--- src/rtl/uart_irq_pkg.sv ---
// Package: shared constants for the UART interrupt prioritizer.
// Assumes: cause index equals its enable register bit position.
package uart_irq_pkg;
    localparam int unsigned NSRC   = 4;
    localparam int unsigned CODE_W = 2;

    // Cause indices (match enable register bit positions)
    localparam int unsigned SRC_RX = 0;
    localparam int unsigned SRC_TX = 1;
    localparam int unsigned SRC_LS = 2;
    localparam int unsigned SRC_MS = 3;

    // Register addresses
    localparam int unsigned A_DATA = 0;
    localparam int unsigned A_EN   = 1;
    localparam int unsigned A_ID   = 2;
    localparam int unsigned A_LS   = 5;
    localparam int unsigned A_MS   = 6;

    // Identification codes, larger means more urgent
    localparam logic [CODE_W-1:0] CODE_LS = 2'b11;
    localparam logic [CODE_W-1:0] CODE_RX = 2'b10;
    localparam logic [CODE_W-1:0] CODE_TX = 2'b01;
    localparam logic [CODE_W-1:0] CODE_MS = 2'b00;

    // Returns the identification code of a cause index.
    function automatic logic [CODE_W-1:0] code_of(input int unsigned src);
        case (src)
            SRC_LS:  return CODE_LS;
            SRC_RX:  return CODE_RX;
            SRC_TX:  return CODE_TX;
            default: return CODE_MS;
        endcase
    endfunction
endpackage

--- src/rtl/uart_irq_en_reg.sv ---
// Module: interrupt enable register.
// Holds one enable bit per cause. Only the low NSRC bits of a write are stored.
// Assumes: wr is a single-cycle strobe already decoded to this address.
module uart_irq_en_reg #(
    parameter int unsigned NSRC   = 4,
    parameter int unsigned DATA_W = 8
) (
    input  logic              clk,
    input  logic              rst_n,
    input  logic              wr,
    input  logic [DATA_W-1:0] wdata,
    output logic [NSRC-1:0]   en
);
    logic unused_wdata_hi;
    assign unused_wdata_hi = ^wdata[DATA_W-1:NSRC];

    // Store the enable bits on a write, clear them on reset.
    always_ff @(posedge clk) begin
        if (!rst_n)  en <= '0;
        else if (wr) en <= wdata[NSRC-1:0];
    end
endmodule

--- src/rtl/uart_irq_pend.sv ---
// Module: sticky pending bits, one per cause.
// A set pulse latches the bit and a clear pulse drops it. Set wins a tie.
// Assumes: set and clr are single-cycle pulses.
module uart_irq_pend #(
    parameter int unsigned NSRC = 4
) (
    input  logic            clk,
    input  logic            rst_n,
    input  logic [NSRC-1:0] set,
    input  logic [NSRC-1:0] clr,
    output logic [NSRC-1:0] pend
);
    for (genvar i = 0; i < NSRC; i++) begin : g_bit
        // Latch cause i, giving a new event precedence over a service clear.
        always_ff @(posedge clk) begin
            if (!rst_n)      pend[i] <= 1'b0;
            else if (set[i]) pend[i] <= 1'b1;
            else if (clr[i]) pend[i] <= 1'b0;
        end
    end
endmodule

--- src/rtl/uart_irq_prio.sv ---
// Module: fixed-rank priority encoder for the active causes.
// Ranks, from the top: line status, received data, transmitter empty, modem status.
// Assumes: act is already masked by the enables.
module uart_irq_prio
    import uart_irq_pkg::*;
(
    input  logic [NSRC-1:0]   act,
    output logic              none,
    output logic [CODE_W-1:0] code
);
    localparam int unsigned RANK_LOW_FIRST [NSRC] = '{SRC_MS, SRC_TX, SRC_RX, SRC_LS};

    // Walk the causes from lowest to highest rank so the top-ranked active one wins.
    always_comb begin
        code = CODE_MS;
        for (int unsigned k = 0; k < NSRC; k++) begin
            if (act[RANK_LOW_FIRST[k]]) code = code_of(RANK_LOW_FIRST[k]);
        end
        none = (act == '0);
    end
endmodule

--- src/rtl/uart_irq_ident.sv ---
// Module: UART interrupt source prioritizer (top).
// Latches four causes, masks them with the enable register, reports the top
// cause in the identification byte, clears causes on their service accesses and
// drives a registered interrupt line gated by out2_en.
// Assumes: bus_rd and bus_wr are never high together.
module uart_irq_ident
    import uart_irq_pkg::*;
#(
    parameter int unsigned ADDR_W = 3,
    parameter int unsigned DATA_W = 8
) (
    input  logic              clk,
    input  logic              rst_n,
    input  logic [ADDR_W-1:0] bus_addr,
    input  logic              bus_rd,
    input  logic              bus_wr,
    input  logic [DATA_W-1:0] bus_wdata,
    output logic [DATA_W-1:0] bus_rdata,
    input  logic              ev_rx_ready,
    input  logic              ev_tx_empty,
    input  logic              ev_line_err,
    input  logic              ev_modem_chg,
    input  logic              out2_en,
    output logic              clr_rx,
    output logic              clr_tx,
    output logic              clr_line,
    output logic              clr_modem,
    output logic              irq
);
    localparam int unsigned ID_PAD = DATA_W - CODE_W - 1;
    localparam int unsigned EN_PAD = DATA_W - NSRC;

    logic [NSRC-1:0]   en, pend, act, set_v, clr_v;
    logic              none;
    logic [CODE_W-1:0] code;
    logic              rd_data, wr_data, wr_en, rd_id, rd_en, rd_ls, rd_ms;

    // Decode the bus strobes per address.
    always_comb begin
        rd_data = bus_rd && (bus_addr == ADDR_W'(A_DATA));
        wr_data = bus_wr && (bus_addr == ADDR_W'(A_DATA));
        wr_en   = bus_wr && (bus_addr == ADDR_W'(A_EN));
        rd_en   = bus_rd && (bus_addr == ADDR_W'(A_EN));
        rd_id   = bus_rd && (bus_addr == ADDR_W'(A_ID));
        rd_ls   = bus_rd && (bus_addr == ADDR_W'(A_LS));
        rd_ms   = bus_rd && (bus_addr == ADDR_W'(A_MS));
    end

    // Gather the events and the service clears into per-cause vectors.
    always_comb begin
        set_v         = '0;
        set_v[SRC_RX] = ev_rx_ready;
        set_v[SRC_TX] = ev_tx_empty;
        set_v[SRC_LS] = ev_line_err;
        set_v[SRC_MS] = ev_modem_chg;
        clr_v         = '0;
        clr_v[SRC_RX] = rd_data;
        clr_v[SRC_TX] = wr_data || (rd_id && !none && (code == CODE_TX));
        clr_v[SRC_LS] = rd_ls;
        clr_v[SRC_MS] = rd_ms;
    end

    assign clr_rx    = clr_v[SRC_RX];
    assign clr_tx    = clr_v[SRC_TX];
    assign clr_line  = clr_v[SRC_LS];
    assign clr_modem = clr_v[SRC_MS];

    uart_irq_en_reg #(.NSRC(NSRC), .DATA_W(DATA_W)) u_en (
        .clk(clk), .rst_n(rst_n), .wr(wr_en), .wdata(bus_wdata), .en(en)
    );

    uart_irq_pend #(.NSRC(NSRC)) u_pend (
        .clk(clk), .rst_n(rst_n), .set(set_v), .clr(clr_v), .pend(pend)
    );

    assign act = pend & en;

    uart_irq_prio u_prio (
        .act(act), .none(none), .code(code)
    );

    // Return the enable or identification byte on a read, zero elsewhere.
    always_comb begin
        if (rd_id)      bus_rdata = {{ID_PAD{1'b0}}, code, none};
        else if (rd_en) bus_rdata = {{EN_PAD{1'b0}}, en};
        else            bus_rdata = '0;
    end

    // Register the gated interrupt request.
    always_ff @(posedge clk) begin
        if (!rst_n) irq <= 1'b0;
        else        irq <= out2_en && !none;
    end
endmodule

--- config.mk ---
export PLATFORM = sky130hd
export DESIGN_NAME = uart_irq_ident
export DESIGN_NICKNAME = d
export VERILOG_FILES = /design/src/rtl/uart_irq_pkg.sv /design/src/rtl/uart_irq_en_reg.sv /design/src/rtl/uart_irq_pend.sv /design/src/rtl/uart_irq_prio.sv /design/src/rtl/uart_irq_ident.sv
export SDC_FILE = /design/constraint.sdc
export NUM_CORES = 1
export LEC_CHECK = 0
export BUFFER_PORTS_ARGS = -buffer_cell sky130_fd_sc_hd__clkbuf_2
export CAP_MARGIN = 10
export CORE_MARGIN = 2
export CORE_UTILIZATION = 43
export CTS_BUF_LIST = sky130_fd_sc_hd__clkbuf_4 sky130_fd_sc_hd__clkbuf_8 sky130_fd_sc_hd__clkbuf_16
export CTS_CLUSTER_SIZE = 40
export DETAILED_ROUTE_END_ITERATION = 10
export GPL_ROUTABILITY_DRIVEN = 0
export MAX_ROUTING_LAYER = met4
export PLACE_DENSITY_LB_ADDON = 0.1
export SYNTH_ARGS = -nofsm -noshare
export SYNTH_HDL_FRONTEND = slang
export SYNTH_HIERARCHICAL = 1
export SYNTH_SLANG_ARGS = --single-unit
--- constraint.sdc ---
create_clock -name clk -period 1.7 [get_ports clk]
set_input_delay 0.085 -clock clk [delete_from_list [all_inputs] [get_ports clk]]
set_output_delay 0.085 -clock clk [all_outputs]
set_load 0.03 [all_outputs]
Yosys cells after proc, flatten, opt, wreduce, memory -nomap -nowiden --
Cells that the tools add are included.
Storage, ports and cells: register bits 9, bits of input ports 20, word-level logic and storage cells 43
Cells by class: eq/ne operators 5, mux-type cells 13, bitwise operators 1, reduce and logical (&&, ||, !) cells 18
Operators by type and width (count):
- 1-bit logical AND | 10
- 1-bit two-way mux | 9
- 4-bit two-way mux | 2
- 2-bit nonzero test | 4
- 3-bit equality test, second input constant | 2
- 4-bit AND | 1
- 4-bit logical NOT | 1
- 2-bit two-way mux | 2
- 3-bit by 1-bit equality test with 1-bit output, second input constant | 1
- 3-bit by 2-bit equality test with 1-bit output, second input constant | 1
- 3-bit logical NOT | 1
- 2-bit by 1-bit equality test with 1-bit output, second input constant | 1
- 1-bit logical NOT | 1
- 1-bit logical OR | 1

Logic depth before layout (Yosys ltp) --
depth after elaboration 9, mapped depth 7

By module --
Netlist, hierarchy kept.
By module, submodules not included:
- uart_irq_ident | times used 1, cells an instance 36, area an instance 271.5 um2
- uart_irq_pend | times used 1, cells an instance 12, area an instance 165.2 um2
- uart_irq_en_reg | times used 1, cells an instance 13, area an instance 156.4 um2
- uart_irq_prio | times used 1, cells an instance 4, area an instance 30.0 um2

Least setup slack after synthesis --
OpenSTA, ideal clock, no wires.
path kind register -> register, start point reg u_pend.pend[0], end point reg u_pend.pend[1], setup time 115 ps, arrival time 1553 ps, data required time 1585 ps, slack 32 ps, stages on the path, launching flop included 7, path buffers 0, clock period less this slack 1668 ps, cell sequence dfxtp_1 and2_1 or2_4 nor4bb_1 a31o_1 nor2b_4 o21a_1
On the way: longest elaborated chain between the ends 7
Ends and longest elaborated chain:
- start: declaration | RTL line uart_irq_pend.sv:11 | output logic [NSRC-1:0] pend
- start signal: indexed assignment | RTL line uart_irq_pend.sv:16 | if (!rst_n) pend[i] <= 1'b0;
- start signal: indexed assignment | RTL line uart_irq_pend.sv:17 | else if (set[i]) pend[i] <= 1'b1;
- start signal: indexed assignment | RTL line uart_irq_pend.sv:18 | else if (clr[i]) pend[i] <= 1'b0;
- 4-bit AND | RTL line uart_irq_ident.sv:76 | assign act = pend & en;
- via act[0] | RTL line uart_irq_ident.sv:33 | logic [NSRC-1:0] en, pend, act, set_v, clr_v;
- 2-bit two-way mux (2 in a row) | RTL line uart_irq_prio.sv:17 | if (act[RANK_LOW_FIRST[k]]) code = code_of(RANK_LOW_FIRST[k]);
- via code[1] | RTL line uart_irq_ident.sv:35 | logic [CODE_W-1:0] code;
- 2-bit by 1-bit equality test with 1-bit output | RTL line uart_irq_ident.sv:58 | clr_v[SRC_TX] = wr_data || (rd_id && !none && (code == CODE_TX));
- 1-bit logical AND | RTL line uart_irq_ident.sv:58
- 1-bit logical OR | RTL line uart_irq_ident.sv:58
- via clr_tx | RTL line uart_irq_ident.sv:25 | output logic clr_tx,
- 2-bit nonzero test (no source line)
The timed path passes the listed nets, and every way through them passes these cells. A chain may end at the register's enable or synchronous reset.

Worst setup path in the final report --
start point reg u_pend.pend[2], end point out clr_tx
RTL lines (RTL line):
- 4-bit AND | uart_irq_ident.sv:76
- via act[2] | uart_irq_ident.sv:33
- 2-bit two-way mux | uart_irq_prio.sv:17
- via code[1] | uart_irq_ident.sv:35
- 2-bit by 1-bit equality test with 1-bit output | uart_irq_ident.sv:58
- 1-bit logical AND | uart_irq_ident.sv:58
- 1-bit logical OR | uart_irq_ident.sv:58
- end: declaration | uart_irq_ident.sv:25
The timed path passes the listed nets, and every way through them passes these cells.

==> results.txt <==
The run finished, with violations left. The checks that failed: negative setup slack. Tracing the worst setup path back leads to its startpoint at u_pend/pend[2]$_SDFFE_PN0P_. For the number of warnings reported in the yosys synthesis log, the log shows 6. Path class of the lowest-slack min-delay path: input pin to flop. The worst register-to-register path has a depth of 7.

Before antenna repair, the detailed router went through 2 iterations. In the post-synthesis netlist, the biggest area contributors are dfxtp_1, nor2b_4, nand3b_1. For the minimum setup slack among reg-to-reg paths, the log shows 0.07 ns. The tools report the final antenna-violating net count as 0. After clock tree synthesis, the flow added hold-fix buffers numbering 0. For this run the aggregate overflow at the end of global routing stands at 0. 33 I/O pins were placed.

The nature of the critical path endpoint is an output port. In this run the standard cell core region covers 1334 µm². For the final antenna diode count, the log shows 0. The logs give 114 for the final net count and 1.62 ns for the critical path required time.

Along the worst hold path, the cell count comes to 3. The final instance area is 810.8 µm². After clock tree synthesis, the clock-pin slew on the worst setup and hold paths is 0.06 ns.

Summing all multi-input logic gate instances after layout gives 404.1 µm². The count of state elements after synthesis is 9, and the initial cell density of the core is 0.4672. The net load switching power is 130.2 µW. In this run the static leakage power is 0.0003658 µW. The average vias per placed instance is 4.889. The tools report the fraction of power consumed by the clock network as 0.345. The run gives 0.2892 as the sequential area share after synthesis. The startpoint of the worst hold path was out2_en.

Height of the chip: 42.07 µm. In this run the critical register-to-register path is captured at u_pend/pend[1]$_SDFFE_PN0P_. The endpoint with the worst hold slack was irq$_SDFF_PN0_. The cell sitting at the root of the clock tree is a clkbuf_4. The critical path start-end classification is flop to output port. Startpoint kind of the worst setup timing path: a flop. By count the netlist is led by dfxtp_1, nand3b_1. The logs give 3 for the clock buffer count from CTS and 129 for the fill cell total of the finished layout.

The combinational power share is 0.212, and the post-detailed-placement half-perimeter wirelength is 1.006 mm. The average detailed-routed wire length per instance works out to 11.74 µm. The count of buffers added on input and output ports is 24. The via count of the first global-routing pass is 503, and the final hold slack is 0.02248 ns. The global-route wire length before repair is 2.076 mm, and the area of the die is 1769 µm². The initialized floorplan defines 13 standard-cell rows. The synthesized netlist occupies a cell area of 623.1 µm². The number of H-tree levels is 1. The maximum ir drop on the vdd rail was 0.4729 mV; the switching share of total power was 0.2553.

After the flow finishes, the layout carries non-filler instances totaling 108. Maximum net fanout on the critical path: 3. The most frequently used cell type in the post-synthesis netlist was dfxtp_1. Dividing total power by cell area gives a power density of 629.0 nW/µm². Register share of total power: 0.443. Arrival time of the worst setup path: 1.63 ns. Setup repair after global routing could not meet its margin everywhere.

After detailed routing, the total wire length is 1.268 mm. The share of synthesized registers carrying an async set or reset is 0. Including well taps, the total number of placed cells is 101. For the worst-skew pair, the clock arrives at the later sink with an insertion delay of 0.25 ns.

The worst register-to-register path begins at u_pend/pend[2]$_SDFFE_PN0P_. Initial antenna violation count: 0. After the first detailed-routing iteration, the DRC count stood at 4.

The share of the clock period used by the worst path came out at 1.007. Each instance of the synthesized netlist takes up on average 9.586 µm². The total global routing track utilization came out at 0.1586. For the largest net degree at the start of global routing, the log shows 12. Counting flops with a built-in enable in the synthesized netlist gives 0. The longest clock path from root to sink contains 2 buffers.

The number of slew-limit violations in the final report was 0. Clock tree synthesis found a total of 9 sinks. The final hold violation count is 0, and the number of failing setup endpoints in the final timing report is 1. The fraction of post-synthesis cell area in the top cell type by area was 0.2892. Summing all flip-flop and latch instances after layout gives 185.2 µm². The tools report the distinct cell type count of the synthesized netlist as 24. The design draws 510.0 µW.

For the final database, setup skew stands at 0.001903 ns. The internal portion of the total power is 379.8 µW. Based on the critical path, the design can be clocked at up to 583.9 MHz. The share of final-layout standard cells stronger than drive strength 1 works out to 0.5161. The placed instances occupy a cell area of 716.9 µm².

For this run, the leading register cell type out of synthesis is dfxtp_1. The final worst slack was -0.01251 ns. The cell count after synthesis came out at 65.

TritonCTS built the clock tree. Subtracting the final worst setup slack from the clock period gives 1.713 ns. Summed over all instances, the cell type with the most area after synthesis is dfxtp_1. The logs give 528 for the number of vias after detailed routing and 0 for the DRC violation count after routing. Across the run, the number of max-cap violations was 0.

The growth of design area from synthesis to finish is 30.12%. The floorplan step set the die width to 42.07 µm.
## kinds of logic (layout without fill, tap and decap cells)
| logic type | Yosys count | after routing | share of synthesized area |
|---|---|---|---|
| AO/OA/AOI/OAI | 9 | 9 | 0.09840 |
| AND/OR/NAND/NOR | 33 | 33 | 0.4277 |
| multiplexers | 4 | 4 | 0.06426 |
| buffers and inverters | 9 | 34 | 0.1145 |
| other | 1 | 4 | 0.006018 |
| flip-flops | 9 | 9 | 0.2892 |
## critical path, stage by stage, from the launching register on
cell and delay [ns]:
dfxtp_2 0.32, and2_4 0.15, or2_4 0.27, nor4bb_2 0.28
a31o_1 0.20, clkbuf_8 0.16
## what timing repair did
item | 4_1_cts | 5_1_grt
setup buffers | 3 | 0
pin swaps | 3 | 0
endpoints found under the setup margin | 2 | 3
cloned | 0 | 0
gates resized for setup | 9 | 5
## how the worst max path moves through the flow
stage                                        to  depth (start not counted)
CTS                                      clr_tx                          5
global placement    u_pend/pend[1]$_SDFFE_PN0P_                          6
detailed placement  u_pend/pend[1]$_SDFFE_PN0P_                          6
floorplan           u_pend/pend[1]$_SDFFE_PN0P_                          6
finish                                   clr_tx                          5
global route                             clr_tx                          5
## area by class of cell
type,count,share of cell area
Multi-Input combinational cell,50,0.4985
Sequential cell,9,0.2284
Timing Repair Buffer,28,0.2037
Clock buffer,4,0.03704
Tap cell,15,0.02315
Inverter,2,0.009259
## per-stage QoR
stage / utilization / setup TNS [ns] / worst slack [ns]
2_1_floorplan: - / 0 / 0.03199
3_3_place_gp: 0.5375 / 0 / 0.1484
3_5_place_dp: 0.5375 / 0 / 0.1070
4_1_cts: 0.5929 / -0.04744 / -0.02912
5_1_grt: 0.6079 / -0.2380 / -0.1201
6_report: 0.6079 / -0.01251 / -0.01251
## sequential cells by signal (all words and copies together), names as in the netlist
| name | count |
|---|---|
| u_pend/pend | 4 |
| irq | 1 |
| u_en/en | 4 |
## placed cells by master, fill, tap and decap left out, types with 2 or more instances in the layout
| cell type | n |
|---|---|
| a21oi_1 | 2 |
| and2_1 | 2 |
| and2_4 | 2 |
| buf_4 | 4 |
| clkbuf_2 | 22 |
| clkbuf_4 | 4 |
| conb_1 | 4 |
| dfxtp_1 | 5 |
| dfxtp_2 | 4 |
| inv_1 | 2 |
| mux2i_1 | 4 |
| nand2_1 | 2 |
| nand3b_1 | 6 |
| nor2_1 | 3 |
| nor2b_1 | 4 |
| nor2b_4 | 4 |
| nor3_1 | 2 |
| nor3b_1 | 2 |
| o21a_1 | 4 |
## power by group through the flow
stage	clock, µW	sequential, µW	combinational (µW)
3_5_place_dp	0	230	98.3
6_report	176	226	108
3_3_place_gp	0	229	96.8
5_1_grt	196	227	118
4_1_cts	187	226	106
2_1_floorplan	0	228	78.8
## per-layer routing
layer / vias up / routed length, µm / track usage
met5: - / 0 / -
met4: 0 / 28 / 0.07500
met3: 4 / 82 / 0.04310
met2: 19 / 631 / 0.2531
met1: 237 / 525 / 0.1844
li1: 268 / - / -
Note: power is estimated with default switching activity, not from simulation.
